[src/rtl/osc_startup_pkg.sv]
`timescale 1ns/1ps
package osc_startup_pkg;

   localparam int CTL_W    = 32;
   localparam int BYP_POS  = 31;
   localparam int EOC_W    = 8;
   localparam int EOC_LSB  = 16;
   localparam int MASK_POS = 15;
   localparam int RHI_LSB  = 24;
   localparam int RHI_W    = 7;
   localparam int RLO_LSB  = 8;
   localparam int RLO_W    = 7;
   localparam int STS_POS  = 0;
   localparam logic [EOC_W-1:0] EOC_RST = 8'h01;

   typedef struct packed {
      logic             byp;
      logic [EOC_W-1:0] eoc;
      logic             mask;
   } ctl_t;

   // assemble the control word seen on the read port
   function automatic logic [CTL_W-1:0] ctl_word(input ctl_t c,
                                                 input logic [RHI_W-1:0] rhi,
                                                 input logic [RLO_W-1:0] rlo);
      logic [CTL_W-1:0] w;
      w                     = '0;
      w[BYP_POS]            = c.byp;
      w[RHI_LSB +: RHI_W]   = rhi;
      w[EOC_LSB +: EOC_W]   = c.eoc;
      w[MASK_POS]           = c.mask;
      w[RLO_LSB +: RLO_W]   = rlo;
      return w;
   endfunction

endpackage

[src/rtl/osc_ctl_regs.sv]
`timescale 1ns/1ps
module osc_ctl_regs
   import osc_startup_pkg::*;
#(
   parameter bit RSV_KEEP = 1'b1
) (
   input  logic             clk,
   input  logic             rst_n,
   input  logic             wr_ctl,
   input  logic [CTL_W-1:0] wdata,
   output ctl_t             ctl,
   output logic [RHI_W-1:0] rsv_hi,
   output logic [RLO_W-1:0] rsv_lo
);

   logic             byp_q;
   logic [EOC_W-1:0] eoc_q;
   logic             mask_q;

   // bypass: set-only from software, cleared by reset alone
   always_ff @(posedge clk) begin
      if (!rst_n)
         byp_q <= 1'b0;
      else if (wr_ctl && wdata[BYP_POS])
         byp_q <= 1'b1;
   end

   always_ff @(posedge clk) begin
      if (!rst_n) begin
         eoc_q  <= EOC_RST;
         mask_q <= 1'b0;
      end else if (wr_ctl) begin
         eoc_q  <= wdata[EOC_LSB +: EOC_W];
         mask_q <= wdata[MASK_POS];
      end
   end

   assign ctl.byp  = byp_q;
   assign ctl.eoc  = eoc_q;
   assign ctl.mask = mask_q;

   // reserved fields: either hold what was written or read as zero
   generate
      if (RSV_KEEP) begin : g_rsv_store
         logic [RHI_W-1:0] rhi_q;
         logic [RLO_W-1:0] rlo_q;
         always_ff @(posedge clk) begin
            if (!rst_n) begin
               rhi_q <= '0;
               rlo_q <= '0;
            end else if (wr_ctl) begin
               rhi_q <= wdata[RHI_LSB +: RHI_W];
               rlo_q <= wdata[RLO_LSB +: RLO_W];
            end
         end
         assign rsv_hi = rhi_q;
         assign rsv_lo = rlo_q;
      end else begin : g_rsv_zero
         assign rsv_hi = '0;
         assign rsv_lo = '0;
      end
   endgenerate

   AST_BYP_STICKY: assert property (@(posedge clk) disable iff (!rst_n)
      byp_q |=> byp_q);

endmodule

[src/rtl/osc_stab_counter.sv]
`timescale 1ns/1ps
module osc_stab_counter #(
   parameter int unsigned EOC_BITS   = 8,
   parameter int unsigned SCALE_LOG2 = 9
) (
   input  logic                clk,
   input  logic                rst_n,
   input  logic                run,
   input  logic                hold,
   input  logic [EOC_BITS-1:0] eoc,
   output logic                avail,
   output logic                avail_rise
);

   localparam int unsigned CNT_W = EOC_BITS + SCALE_LOG2;

   logic [CNT_W-1:0] target;
   logic [CNT_W-1:0] cnt_q;
   logic             avail_q;
   logic             active;
   logic             reached;

   // threshold = eoc * 2**SCALE_LOG2; a zero-width shift needs its own variant
   generate
      if (SCALE_LOG2 == 0) begin : g_unscaled
         assign target = eoc;
      end else begin : g_scaled
         assign target = {eoc, {SCALE_LOG2{1'b0}}};
      end
   endgenerate

   assign active     = run && !hold;
   assign reached    = (cnt_q >= target);
   assign avail_rise = active && !avail_q && reached;

   always_ff @(posedge clk) begin
      if (!rst_n) begin
         cnt_q   <= '0;
         avail_q <= 1'b0;
      end else if (!active) begin
         cnt_q   <= '0;
         avail_q <= 1'b0;
      end else if (!avail_q) begin
         if (reached)
            avail_q <= 1'b1;
         else
            cnt_q <= cnt_q + CNT_W'(1);
      end
   end

   assign avail = avail_q;

   AST_OFF_CLEARS: assert property (@(posedge clk) disable iff (!rst_n)
      !run |=> (cnt_q == '0) && !avail_q);

   AST_BYPASS_HOLDS: assert property (@(posedge clk) disable iff (!rst_n)
      hold |=> (cnt_q == '0) && !avail_q);

   AST_RISE_AT_TARGET: assert property (@(posedge clk) disable iff (!rst_n)
      $rose(avail_q) |-> ($past(cnt_q) >= $past(target)));

   AST_AVAIL_STAYS: assert property (@(posedge clk) disable iff (!rst_n)
      (avail_q && run && !hold) |=> (avail_q && $stable(cnt_q)));

endmodule

[src/rtl/osc_irq_status.sv]
`timescale 1ns/1ps
module osc_irq_status (
   input  logic clk,
   input  logic rst_n,
   input  logic set_evt,
   input  logic clr_evt,
   output logic status
);

   logic sts_q;

   // a set on the same edge as a clear takes priority
   always_ff @(posedge clk) begin
      if (!rst_n)
         sts_q <= 1'b0;
      else if (set_evt)
         sts_q <= 1'b1;
      else if (clr_evt)
         sts_q <= 1'b0;
   end

   assign status = sts_q;

   AST_STATUS_SOURCE: assert property (@(posedge clk) disable iff (!rst_n)
      $rose(sts_q) |-> $past(set_evt));

   AST_STATUS_CLEAR: assert property (@(posedge clk) disable iff (!rst_n)
      (clr_evt && !set_evt) |=> !sts_q);

endmodule

[src/rtl/osc_startup_ctrl.sv]
`timescale 1ns/1ps
module osc_startup_ctrl
   import osc_startup_pkg::*;
#(
   parameter int unsigned SCALE_LOG2 = 9,
   parameter bit          RSV_KEEP   = 1'b1
) (
   input  logic        clk,
   input  logic        rst_n,
   input  logic        reg_sel,
   input  logic        reg_wr,
   input  logic [31:0] reg_wdata,
   output logic [31:0] reg_rdata,
   input  logic        osc_on,
   output logic        root_sel,
   output logic        clk_avail,
   output logic        irq
);

   initial begin
      if (SCALE_LOG2 > 16)
         $fatal(1, "osc_startup_ctrl: SCALE_LOG2 must not exceed 16");
   end

   ctl_t             ctl;
   logic [RHI_W-1:0] rsv_hi;
   logic [RLO_W-1:0] rsv_lo;
   logic             wr_ctl;
   logic             wr_sts;
   logic             avail;
   logic             avail_rise;
   logic             sts;

   assign wr_ctl = reg_wr && !reg_sel;
   assign wr_sts = reg_wr &&  reg_sel;

   osc_ctl_regs #(
      .RSV_KEEP (RSV_KEEP)
   ) u_regs (
      .clk    (clk),
      .rst_n  (rst_n),
      .wr_ctl (wr_ctl),
      .wdata  (reg_wdata),
      .ctl    (ctl),
      .rsv_hi (rsv_hi),
      .rsv_lo (rsv_lo)
   );

   osc_stab_counter #(
      .EOC_BITS   (EOC_W),
      .SCALE_LOG2 (SCALE_LOG2)
   ) u_cnt (
      .clk        (clk),
      .rst_n      (rst_n),
      .run        (osc_on),
      .hold       (ctl.byp),
      .eoc        (ctl.eoc),
      .avail      (avail),
      .avail_rise (avail_rise)
   );

   osc_irq_status u_sts (
      .clk     (clk),
      .rst_n   (rst_n),
      .set_evt (avail_rise),
      .clr_evt (wr_sts && reg_wdata[STS_POS]),
      .status  (sts)
   );

   always_comb begin
      if (reg_sel) begin
         reg_rdata          = '0;
         reg_rdata[STS_POS] = sts;
      end else begin
         reg_rdata = ctl_word(ctl, rsv_hi, rsv_lo);
      end
   end

   assign root_sel  = ctl.byp;
   assign clk_avail = avail;
   assign irq       = sts && ctl.mask;

   AST_ROOT_STICKY: assert property (@(posedge clk) disable iff (!rst_n)
      root_sel |=> root_sel);

   AST_NO_AVAIL_IN_BYPASS: assert property (@(posedge clk) disable iff (!rst_n)
      $past(root_sel) |-> !clk_avail);

endmodule

[config.mk]
export PLATFORM = sky130hd
export DESIGN_NAME = osc_startup_ctrl
export DESIGN_NICKNAME = d
export VERILOG_FILES = /design/src/rtl/osc_startup_pkg.sv /design/src/rtl/osc_ctl_regs.sv /design/src/rtl/osc_stab_counter.sv /design/src/rtl/osc_irq_status.sv /design/src/rtl/osc_startup_ctrl.sv
export SDC_FILE = /design/constraint.sdc
export NUM_CORES = 1
export LEC_CHECK = 0
export BUFFER_PORTS_ARGS = -buffer_cell sky130_fd_sc_hd__buf_2
export CAP_MARGIN = 10
export CORE_MARGIN = 3
export CORE_UTILIZATION = 46
export CTS_CLUSTER_SIZE = 12
export DETAILED_ROUTE_END_ITERATION = 10
export PLACE_DENSITY_LB_ADDON = 0.12
export SLEW_MARGIN = 20
export SYNTH_ARGS = -nofsm -noshare
export SYNTH_HDL_FRONTEND = slang
export SYNTH_SLANG_ARGS = --single-unit
[constraint.sdc]
create_clock -name clk -period 2.6 [get_ports clk]
set_clock_uncertainty 0.2 [all_clocks]
set_input_delay 0.39 -clock clk [delete_from_list [all_inputs] [get_ports clk]]
set_output_delay 0.39 -clock clk [all_outputs]
set_load 0.01 [all_outputs]
Word-level counts from Yosys, hierarchy flattened:

Index checks and enable logic that the tools add are counted.

* flip-flop bits (word level): 43
* latch bits: 0
* RAM bits: 0
* memory bits (read-only): 0
* input bits: 37
* output and inout port bits: 35
* word-level logic and storage cells: 31
* memories kept: 0

* $add $sub $neg: 1
* multipliers: 0
* divide/modulo/power cells: 0
* magnitude comparators: 1
* eq/ne operators: 0
* shifts and indexed selects: 0
* multiplexer cells: 5
* bitwise operators: 2
* reduce and logical (&&, ||, !) cells: 14

Operators with widths (count)
* $mux 32: 1
* $add 17x1->17 const B: 1
* $ge 17x17->1: 1
* $logic_and 1x1->1: 8
* $mux 1: 4
* $reduce_and 2->1: 2
* $logic_not 1->1: 3
* $not 1->1: 2
* $reduce_bool 2->1: 1

Depth between registers and ports, before layout:

Gate-level depths: netlist of run 1.

* depth in word-level cells: 5
* depth in mapped cells: 9
* mapped depth without buffers: 7

Hierarchy:

Synthesis of run 1 repeated with hierarchy kept, for this count alone.

* cells, all modules: 271
* area total of the unflattened synthesis: 2458.6 um^2

By module, submodules not included
* osc_stab_counter: times used 1, cells an instance 151, area an instance 1228.7 um^2, sequential area each 360.3 um^2
* osc_ctl_regs: times used 1, cells an instance 79, area an instance 937.1 um^2, sequential area each 480.5 um^2
* osc_startup_ctrl: times used 1, cells an instance 38, area an instance 251.5 um^2, sequential area each 0.0 um^2
* osc_irq_status: times used 1, cells an instance 3, area an instance 41.3 um^2, sequential area each 20.0 um^2

Worst setup path before layout of run 1:

OpenSTA, ideal clock, no wires.

* path kind: register -> register
* start point: reg u_regs.eoc_q[5]
* end point: reg u_cnt.cnt_q[14]
* library setup time: 0.070 ns
* arrival: 2.136 ns
* required time: 2.330 ns
* setup slack: 0.194 ns
* cell stages (with the launch flop): 9
* buffers on the path: 1
* period minus slack after synthesis: 2.406 ns
* cells stage by stage: dfxtp_1 > inv_1 > ha_1 > a211oi_2 > nor2_1 > or4_4 > buf_6 > or4_1 > a21oi_1

* cells in the longest elaborated chain, start to end: 3

RTL lines
* start: declaration: line osc_ctl_regs.sv:17 `logic [EOC_W-1:0] eoc_q;`
* start signal: assignment: line osc_ctl_regs.sv:33 `eoc_q <= wdata[EOC_LSB +: EOC_W];`
* $ge 17x17->1: line osc_stab_counter.sv:33 `assign reached = (cnt_q >= target);`
* $not 1->1 (no line)
* $reduce_and 2->1 (no line)
* end signal: assignment: line osc_stab_counter.sv:47 `cnt_q <= cnt_q + CNT_W'(1);`
* end: declaration: line osc_stab_counter.sv:18 `logic [CNT_W-1:0] cnt_q;`

No other way between the ends.
A chain may end at the register's enable or synchronous reset.

Worst setup path in the final report of run 1:

Same ends and word-level chain as after synthesis.

==> run summary, run 1 <==
• outcome: completed
• Cells after Synth: 290
• io pins: 72
• Die W: 76.90 um
• deepest clock path buffer count: 2
• Crit Path Class: reg -> reg
• die footprint: 0.005914 mm^2
• time the final worst path needs with I/O delays and setup: 2.542 ns
• DRC violations left: 0
• final count of pins violating max slew: 0
• total of fill cells in the finished design: 481
• final hold slack: 0.1218 ns
• Setup Fix Bufs, Post-CTS: 0
• post-DP HPWL: 3.706 mm
• top post-synthesis cells by count: sky130_fd_sc_hd__nand2_1, sky130_fd_sc_hd__dfxtp_1, sky130_fd_sc_hd__a21boi_0, sky130_fd_sc_hd__a21oi_1, sky130_fd_sc_hd__nor2b_1
• Worst Max-Slew Pin Slew: 0.5378 ns
• asr flop ratio synth: 0%
• total global routing track utilization: 18.15%
• drt first pass iters: 4
• Cell Pwr Density: 459.3 mW/mm^2
• Worst EP arrival: 2.56 ns
• Reg2Reg Launch Point: u_regs.eoc_q[5]$_SDFFE_PN0P_
• Worst setup SP type: flop
• dominant cell type by area after synthesis: sky130_fd_sc_hd__dfxtp_1
• Worst Hold Launch: reg_wdata[16]
• required time reported for the critical path endpoint: 2.62 ns
• total of flip-flops plus latches after synthesis: 43
• Synth Area per Inst: 7.973 um^2
• Period Utilization, post-route: 97.76%
• global placer's final weighted congestion: 0.8207
• Max FO, Critical Path: 12
• clock edge transition at the registers on the reported setup and hold paths: 0.07 ns
• total number of yosys warnings: 0
• maximum vdd drop: 0.2693 mV
• count of routing violations after the opening detailed-route iteration: 111
• clock tree from TritonCTS: built
• layout overhead on the synthesized area: 17.59%
• path type of the worst min-delay path: in -> reg
• area of the core: 0.004786 mm^2
• layout cell share with drive strength beyond 1: 22.51%
• die extent in y: 76.90 um
• final setup violating endpoints: 0
• fraction of post-synthesis cell area in the top cell type by area: 37.23%
• Post-synth EDFFs: 0
• nature of the critical path endpoint: flop
• worst skew pair latency: 0.29 ns
• total CTS buffers: 5
• end point of the worst hold path: u_regs.eoc_q[0]$_SDFFE_PN1P_
• final hold vios: 0
• setup repair after global routing missed its margin: true
• total wirelength of the detailed-routed design: 5.356 mm
• Row Count: 25
• overflow left after global routing: 0
• Hold Path Cell Cnt: 3
• Synth area leaders: sky130_fd_sc_hd__dfxtp_1, sky130_fd_sc_hd__nand2_1, sky130_fd_sc_hd__a21boi_0
• upper clock frequency limit: 393.4 MHz
• # clock sinks: 43
• IO Port Bufs: 57
• effective utilization at floorplan: 48.31%
• average routed wire per standard cell: 13.10 um
• Max-cap violations: 0
• r2r setup slk: 0.06 ns
• buffer cell driving the clock tree root: sky130_fd_sc_hd__clkbuf_8
• Yosys cell types: 38
• number of antenna repair diodes: 0
• post-placement cell count: 402
• antenna violations before repair: 0
• most repeated cell in the gate-level netlist after synthesis: sky130_fd_sc_hd__nand2_1
• vias after detailed routing: 2138
• Critical R2R Capture: u_cnt.cnt_q[14]$_SDFFE_PN0P_
• number of H-tree levels: 2
• number of non-filler instances in the completed layout: 409
• Leakage: 1.077 nW
• pin count of the biggest net entering global routing: 32
• cell area after technology mapping: 0.002312 mm^2
• nets@finish: 390
• Final ANT Viol Nets: 0
• via count of the first global-routing pass: 1906
• post-detailed-route via-to-cell ratio: 5.227
• global-route wire length before repair: 8.914 mm
• worst relative slew slack: 63.81%
• flip-flop cell with the highest count after synthesis: sky130_fd_sc_hd__dfxtp_1
• number of cells on the worst reg-to-reg path: 7
• share of synthesized area occupied by flip-flops and latches: 37.23%
-- cell families (layout without fill, tap and decap cells) --
group	count (synthesis)	after routing	synth area share, %
multiplexers	1	1	0.4329
other	1	7	0.1622
AND/OR/NAND/NOR	135	136	30.68
buffers and inverters	36	81	7.630
flip-flops	43	43	37.23
adder cells (fa/ha/maj)	10	10	5.411
AO/OA/AOI/OAI	64	64	18.45
-- per-layer routing --
layer	part of all wire, %	GRT usage, %
met5	0	0
met4	0.65	5.978
met3	6.5	4.108
met2	46	29.18
met1	46	24.01
-- where the power goes --
group / switching, W / leakage, nW / internal, W
registers: 0.0000130 / 0.350 / 0.000679
clock network: 0.000203 / 0.0371 / 0.000179
logic: 0.000103 / 0.690 / 0.0000708
-- placed cells by master (no fill, tap or decap), types with 2 or more instances in the layout --
cell and n:
sky130_fd_sc_hd__and2_1 2, sky130_fd_sc_hd__or4_1 15, sky130_fd_sc_hd__nand2_1 56, sky130_fd_sc_hd__nor2_1 9, sky130_fd_sc_hd__nand3_1 8, sky130_fd_sc_hd__ha_1 10
sky130_fd_sc_hd__conb_1 7, sky130_fd_sc_hd__buf_2 57, sky130_fd_sc_hd__o31ai_1 13, sky130_fd_sc_hd__or3_1 3, sky130_fd_sc_hd__or4_4 2, sky130_fd_sc_hd__a21oi_1 17
sky130_fd_sc_hd__o21ai_1 3, sky130_fd_sc_hd__buf_4 7, sky130_fd_sc_hd__nor4_1 3, sky130_fd_sc_hd__nand2b_1 2, sky130_fd_sc_hd__a21oi_2 3, sky130_fd_sc_hd__inv_1 11
sky130_fd_sc_hd__nor2b_1 20, sky130_fd_sc_hd__clkbuf_8 5, sky130_fd_sc_hd__a21boi_0 22, sky130_fd_sc_hd__nand4_1 6, sky130_fd_sc_hd__dfxtp_1 43
-- sequential cells by signal (all words and copies together), names as in the netlist --
| register | count |
|---|---|
| u_cnt.avail | 1 |
| u_cnt.cnt_q | 17 |
| u_regs.byp_q | 1 |
| u_regs.eoc_q | 8 |
| u_regs.mask_q | 1 |
| u_regs.rsv_hi | 7 |
| u_regs.rsv_lo | 7 |
| u_sts.status | 1 |
-- worst max-delay path, cell delays in order (launching register included) --
cell,delay [ns]
sky130_fd_sc_hd__dfxtp_1,0.33
sky130_fd_sc_hd__inv_1,0.05
sky130_fd_sc_hd__ha_1,0.31
sky130_fd_sc_hd__a211oi_2,0.22
sky130_fd_sc_hd__nor2_2,0.10
sky130_fd_sc_hd__or4_4,0.60
sky130_fd_sc_hd__or4_1,0.51
sky130_fd_sc_hd__a21oi_2,0.15
-- how the worst max path moves through the flow --
stage / from / to / slack, ns / depth (start not counted)
final: u_regs.eoc_q[5]$_SDFFE_PN0P_ / u_cnt.cnt_q[14]$_SDFFE_PN0P_ / 0.06 / 7
after global routing: u_regs.eoc_q[6]$_SDFFE_PN0P_ / u_cnt.cnt_q[4]$_SDFFE_PN0P_ / -0.11 / 7
after CTS: u_regs.eoc_q[5]$_SDFFE_PN0P_ / u_cnt.cnt_q[14]$_SDFFE_PN0P_ / 0.06 / 7
after detailed placement: u_regs.eoc_q[5]$_SDFFE_PN0P_ / u_cnt.cnt_q[14]$_SDFFE_PN0P_ / 0.07 / 7
after global placement: u_regs.eoc_q[5]$_SDFFE_PN0P_ / u_cnt.cnt_q[9]$_SDFFE_PN0P_ / 0.13 / 7
after floorplan: u_regs.eoc_q[5]$_SDFFE_PN0P_ / u_cnt.cnt_q[14]$_SDFFE_PN0P_ / 0.19 / 8
-- what timing repair did --
| action | in CTS | in global routing |
|---|---|---|
| gates resized for setup | 0 | 5 |
| endpoints found under the setup margin | 0 | 8 |
| hold buffers | 0 | 0 |
-- per-stage QoR --
| stage | utilization [%] | power, W | setup slack [ns] | TNS [ns] | instance area, um^2 |
|---|---|---|---|---|---|
| 2_1_floorplan | - | 0.0008286 | 0.1937 | 0 | 2335 |
| 3_3_place_gp | 54.77 | 0.0008764 | 0.1294 | 0 | 2621 |
| 3_5_place_dp | 54.77 | 0.0008784 | 0.07206 | 0 | 2621 |
| 4_1_cts | 56.29 | 0.001263 | 0.06293 | 0 | 2694 |
| 5_1_grt | 56.81 | 0.001311 | -0.1128 | -0.4964 | 2719 |
| 6_report | 56.81 | 0.001249 | 0.05834 | 0 | 2719 |
-- layout make-up --
cell class	instances	area, um^2	area share [%]
Multi-Input combinational cell	218	1323	48.64
Clock buffer	6	72.57	2.669
Tap cell	67	83.83	3.083
Timing Repair Buffer	64	337.8	12.43
Inverter	11	41.29	1.519
Sequential cell	43	860.8	31.66
(Power assumes the default switching activity.)
==> run 2: changes to the inputs <==
--- a/config.mk
+++ b/config.mk
@@ -9,8 +9,10 @@
 export CAP_MARGIN = 10
 export CORE_MARGIN = 3
 export CORE_UTILIZATION = 46
+export CTS_BUF_LIST = sky130_fd_sc_hd__clkbuf_16
 export CTS_CLUSTER_SIZE = 12
 export DETAILED_ROUTE_END_ITERATION = 10
+export MAX_ROUTING_LAYER = met4
 export PLACE_DENSITY_LB_ADDON = 0.12
 export SLEW_MARGIN = 20
 export SYNTH_ARGS = -nofsm -noshare
==> run summary, run 2 (synthesis results as in run 1) <==
• outcome: completed
• vias after detailed routing: 2175
• Setup Fix Bufs, Post-CTS: 0
• nature of the critical path endpoint: flop
• total of fill cells in the finished design: 472
• clock edge transition at the registers on the reported setup and hold paths: 0.05 ns
• register with the most flip-flops: u_cnt.cnt_q
• worst skew pair latency: 0.28 ns
• nets@finish: 391
• total wirelength of the detailed-routed design: 5.454 mm
• Final ANT Viol Nets: 0
• final core occ: 58.07%
• pin count of the biggest net entering global routing: 32
• io pins: 72
• via count of the first global-routing pass: 1953
• layout cell share with drive strength beyond 1: 22.16%
• family with the most delay on the worst path: simple AND/OR/NAND/NOR gates
• highest cell delay on the worst timing path: 0.57 ns
• number of non-filler instances in the completed layout: 410
• number of H-tree levels: 2
• DRC violations left: 0
• final count of pins violating max slew: 0
• time the final worst path needs with I/O delays and setup: 2.502 ns
• buffer and inverter count on the worst path: 1
• die extent in y: 76.90 um
• total global routing track utilization: 19.07%
• Cell Chain, Critical Path: inv_1 -> ha_1 -> a211oi_2 -> nor2_2 -> or4_4 -> or4_1 -> a21oi_1
• Leakage: 1.113 nW
• Period Utilization, post-route: 96.25%
• Die W: 76.90 um
• post-detailed-route via-to-cell ratio: 5.305
• upper clock frequency limit: 399.6 MHz
• most common library cell in the layout ignoring fill and taps: sky130_fd_sc_hd__buf_2
• antenna violations before repair: 0
• path type of the worst min-delay path: in -> reg
• # clock sinks: 43
• Worst EP arrival: 2.51 ns
• Row Count: 25
• clock tree from TritonCTS: built
• highest-count cells in the layout ignoring fill and taps: sky130_fd_sc_hd__buf_2, sky130_fd_sc_hd__nand2_1, sky130_fd_sc_hd__dfxtp_1
• area of the core: 0.004786 mm^2
• library cell contributing the largest single delay on the critical path: sky130_fd_sc_hd__or4_4
• post-placement cell count: 402
• Max FO, Critical Path: 6
• Cell Pwr Density: 516.4 mW/mm^2
• global-route wire length before repair: 9.101 mm
• layout overhead on the synthesized area: 20.18%
• final hold vios: 0
• Worst setup SP type: flop
• final setup violating endpoints: 0
• worst relative slew slack: 62.69%
• effective utilization at floorplan: 48.31%
• die footprint: 0.005914 mm^2
• drt first pass iters: 4
• number of antenna repair diodes: 0
• Largest register FFs: 17
• count of routing violations after the opening detailed-route iteration: 121
• average routed wire per standard cell: 13.30 um
• required time reported for the critical path endpoint: 2.60 ns
• post-DP HPWL: 3.706 mm
• largest registers: u_cnt.cnt_q x17, u_regs.eoc_q x8
• deepest clock path buffer count: 2
• maximum vdd drop: 0.3061 mV
• total CTS buffers: 5
• global placer's final weighted congestion: 0.8331
• setup repair after global routing missed its margin: true
• Crit Path Class: reg -> reg
• IO Port Bufs: 57
• Max-cap violations: 0
• overflow left after global routing: 0
• buffer cell driving the clock tree root: sky130_fd_sc_hd__clkbuf_16
• Worst Max-Slew Pin Slew: 0.5545 ns
[run 2: cell count changes in the layout (fill, tap and decap cells not counted), sizes merged]
cell,change
or4,+1
clkbuf,-1
inv,+1
[run 2: stage by stage]
step	power, W	TNS [ns]	instance area, um^2	setup slack (ns)	hold slack (ns)
final	0.001435	0	2779	0.09761	0.1310
after CTS	0.001443	0	2750	0.05609	0.1279
after global placement	0.0008764	0	2621	0.1294	0.2471
after detailed placement	0.0008784	0	2621	0.07206	0.2528
after floorplan	0.0008286	0	2335	0.1937	0.2346
after global routing	0.001501	-0.03737	2779	-0.03737	0.1651
[run 2: what timing repair did]
item,CTS,global route
hold buffers,0,0
gates resized for setup,0,4
endpoints found under the setup margin,0,8
[run 2: final timing paths]
kind / startpoint / endpoint / slack, ns / depth (start not counted)
setup reg to reg: u_regs.eoc_q[5]$_SDFFE_PN0P_ / u_cnt.cnt_q[14]$_SDFFE_PN0P_ / 0.1 / 7
setup / recovery: u_regs.eoc_q[5]$_SDFFE_PN0P_ / u_cnt.cnt_q[14]$_SDFFE_PN0P_ / 0.1 / 7
hold / removal: reg_wdata[16] / u_regs.eoc_q[0]$_SDFFE_PN1P_ / 0.13 / 3
hold reg to reg: u_regs.rsv_hi[6]$_SDFFE_PN0P_ / u_regs.rsv_hi[6]$_SDFFE_PN0P_ / 0.26 / 2
[run 2: area by class of cell]
class | count | area (um^2) | share of cell area [%]
multi-input combinational | 219 | 1326 | 47.73
timing repair buffer | 64 | 337.8 | 12.16
sequential | 43 | 860.8 | 30.98
clock inverter | 1 | 3.754 | 0.1351
inverter | 11 | 41.29 | 1.486
clock buffer | 5 | 125.1 | 4.502
tap | 67 | 83.83 | 3.017
[run 2: power by group]
group,switching (W),internal [W]
clock,0.000223,0.000341
combinational,0.000104,0.0000729
sequential,0.0000134,0.000680
total,0.000341,0.00109
[run 2: worst min-delay path, stage by stage]
cell                      delay, ns
sky130_fd_sc_hd__buf_2         0.08
sky130_fd_sc_hd__nand2_1       0.04
sky130_fd_sc_hd__nand3_1       0.06
[run 2: metal layers]
metal / vias to the layer above / routed length [um] / global-route usage, %
met1: 986 / 2486 / 24.01
met4: 0 / 56 / 5.616
met3: 6 / 358 / 4.577
met2: 65 / 2553 / 30.40
met5: - / 0 / -
li1: 1118 / - / -
==> run 3: changes to the inputs <==
--- a/config.mk
+++ b/config.mk
@@ -14,6 +14,7 @@
 export DETAILED_ROUTE_END_ITERATION = 10
 export MAX_ROUTING_LAYER = met4
 export PLACE_DENSITY_LB_ADDON = 0.12
+export RECOVER_POWER = 100
 export SLEW_MARGIN = 20
 export SYNTH_ARGS = -nofsm -noshare
 export SYNTH_HDL_FRONTEND = slang
==> run summary, run 3 (synthesis results as in run 1) <==
• required time reported for the critical path endpoint: 2.60 ns
• total of fill cells in the finished design: 492
• DRC violations left: 0
• Critical R2R Capture: u_cnt.cnt_q[14]$_SDFFE_PN0P_
• pin count of the biggest net entering global routing: 32
• global placer's final weighted congestion: 0.8331
• path type of the worst min-delay path: in -> reg
• Final ANT Viol Nets: 0
• upper clock frequency limit: 400.5 MHz
• die footprint: 0.005914 mm^2
• r2r setup slk: 0.10 ns
• Crit Path Class: reg -> reg
• largest registers: u_cnt.cnt_q x17, u_regs.eoc_q x8
• number of H-tree levels: 2
• final hold vios: 0
• antenna violations before repair: 0
• Worst Max-Slew Pin Slew: 1.131 ns
• Reg2Reg Launch Point: u_regs.eoc_q[5]$_SDFFE_PN0P_
• layout cell share with drive strength beyond 1: 13.70%
• post-detailed-route via-to-cell ratio: 5.310
• total CTS buffers: 5
• most common library cell in the layout ignoring fill and taps: sky130_fd_sc_hd__nand2_1
• Worst EP arrival: 2.50 ns
• time the final worst path needs with I/O delays and setup: 2.497 ns
• effective utilization at floorplan: 48.31%
• setup repair after global routing missed its margin: true
• total area of multi-input combinational cells: 0.001326 mm^2
• deepest clock path buffer count: 2
• Worst setup SP type: flop
• drt first pass iters: 4
• Die W: 76.90 um
• Period Utilization, post-route: 96.05%
• Max-cap violations: 0
• final hold slack: 0.1314 ns
• final count of pins violating max slew: 0
• average routed wire per standard cell: 13.49 um
• number of antenna repair diodes: 0
• area of the core: 0.004786 mm^2
• nets@finish: 391
• die extent in y: 76.90 um
• clock edge transition at the registers on the reported setup and hold paths: 0.05 ns
• post-placement cell count: 402
• outcome: completed
• # clock sinks: 43
• clock tree from TritonCTS: built
• count of routing violations after the opening detailed-route iteration: 114
• io pins: 72
• sequential cell area: 860.8 um^2
• via count of the first global-routing pass: 1953
• Leakage: 0.9909 nW
• highest-count cells in the layout ignoring fill and taps: sky130_fd_sc_hd__nand2_1, sky130_fd_sc_hd__dfxtp_1, sky130_fd_sc_hd__clkbuf_1
• final worst-path setup slack: 0.1028 ns
• nature of the critical path endpoint: flop
• Max FO, Critical Path: 6
• Row Count: 25
• cell area reported after detailed placement: 0.002621 mm^2
• overflow left after global routing: 0
• total wirelength of the detailed-routed design: 5.529 mm
• Largest register FFs: 17
• worst relative slew slack: 24.57%
• number of cells on the worst reg-to-reg path: 7
• maximum vdd drop: 0.3073 mV
• final setup violating endpoints: 0
• layout overhead on the synthesized area: 18.51%
• number of non-filler instances in the completed layout: 410
• worst skew pair latency: 0.28 ns
• register with the most flip-flops: u_cnt.cnt_q
• vias after detailed routing: 2177
• Cell Pwr Density: 522.7 mW/mm^2
• Post-Place Setup Slack: 0.07206 ns
• buffer cell driving the clock tree root: sky130_fd_sc_hd__clkbuf_16
• worst setup path endpoint: u_cnt.cnt_q[14]$_SDFFE_PN0P_
• Setup Fix Bufs, Post-CTS: 0
• fin area: 0.002740 mm^2
• post-DP HPWL: 3.706 mm
• source of the critical timing path: u_regs.eoc_q[5]$_SDFFE_PN0P_
• global-route wire length before repair: 9.101 mm
• IO Port Bufs: 57
• summed negative setup slack over all endpoints: 0 ns
• total global routing track utilization: 19.07%
-- run 3: cell count changes in the layout (fill, tap and decap cells not counted), sizes merged --
cell    delta
clkbuf    +30
buf       -30
-- run 3: repair_timing --
action | CTS | global route
endpoints found under the setup margin | 0 | 8
gates resized for setup | 0 | 4
hold buffers | 0 | 0
-- run 3: critical path, stage by stage, from the launching register on --
cell	delay, ns
sky130_fd_sc_hd__dfxtp_1	0.32
sky130_fd_sc_hd__inv_1	0.05
sky130_fd_sc_hd__ha_1	0.32
sky130_fd_sc_hd__a211oi_2	0.21
sky130_fd_sc_hd__nor2_2	0.11
sky130_fd_sc_hd__or4_4	0.57
sky130_fd_sc_hd__or4_1	0.48
sky130_fd_sc_hd__a21oi_1	0.16
-- run 3: area by class of cell --
cell class / instances / area share, %
timing repair buffer: 64 / 10.91
multi-input combinational: 219 / 48.40
clock buffer: 5 / 4.566
sequential: 43 / 31.42
clock inverter: 1 / 0.1370
inverter: 11 / 1.507
tap: 67 / 3.059
-- run 3: layer usage --
metal  up-vias  track usage, %  share of wire [%]
met5         -               -                  0
met4         0           5.616                1.0
met3         6           4.577                6.8
met2        74           30.40                 47
met1       979           24.01                 45
li1       1118               -                  -
-- run 3: where the power goes --
group / internal, W / switching (W)
clock: 0.000341 / 0.000224
sequential: 0.000680 / 0.0000134
combinational: 0.0000688 / 0.000105
-- run 3: through the flow --
stage          util, %  power (W)
2_1_floorplan        -  0.0008286
3_3_place_gp     54.77  0.0008764
3_5_place_dp     54.77  0.0008784
4_1_cts          57.46   0.001443
5_1_grt          57.25   0.001498
6_report         57.25   0.001432
-- run 3: worst min-delay path by stage --
stage	startpoint	to	slack, ns	depth (start not counted)
global placement	u_regs.rsv_lo[0]$_SDFFE_PN0P_	u_regs.rsv_lo[0]$_SDFFE_PN0P_	0.25	2
global route	reg_wdata[16]	u_regs.eoc_q[0]$_SDFFE_PN1P_	0.17	3
floorplan	u_sts.status$_SDFFE_PN0P_	u_sts.status$_SDFFE_PN0P_	0.23	2
CTS	reg_wdata[16]	u_regs.eoc_q[0]$_SDFFE_PN1P_	0.13	3
detailed placement	u_regs.rsv_hi[3]$_SDFFE_PN0P_	u_regs.rsv_hi[3]$_SDFFE_PN0P_	0.25	2
finish	reg_wdata[16]	u_regs.eoc_q[0]$_SDFFE_PN1P_	0.13	3
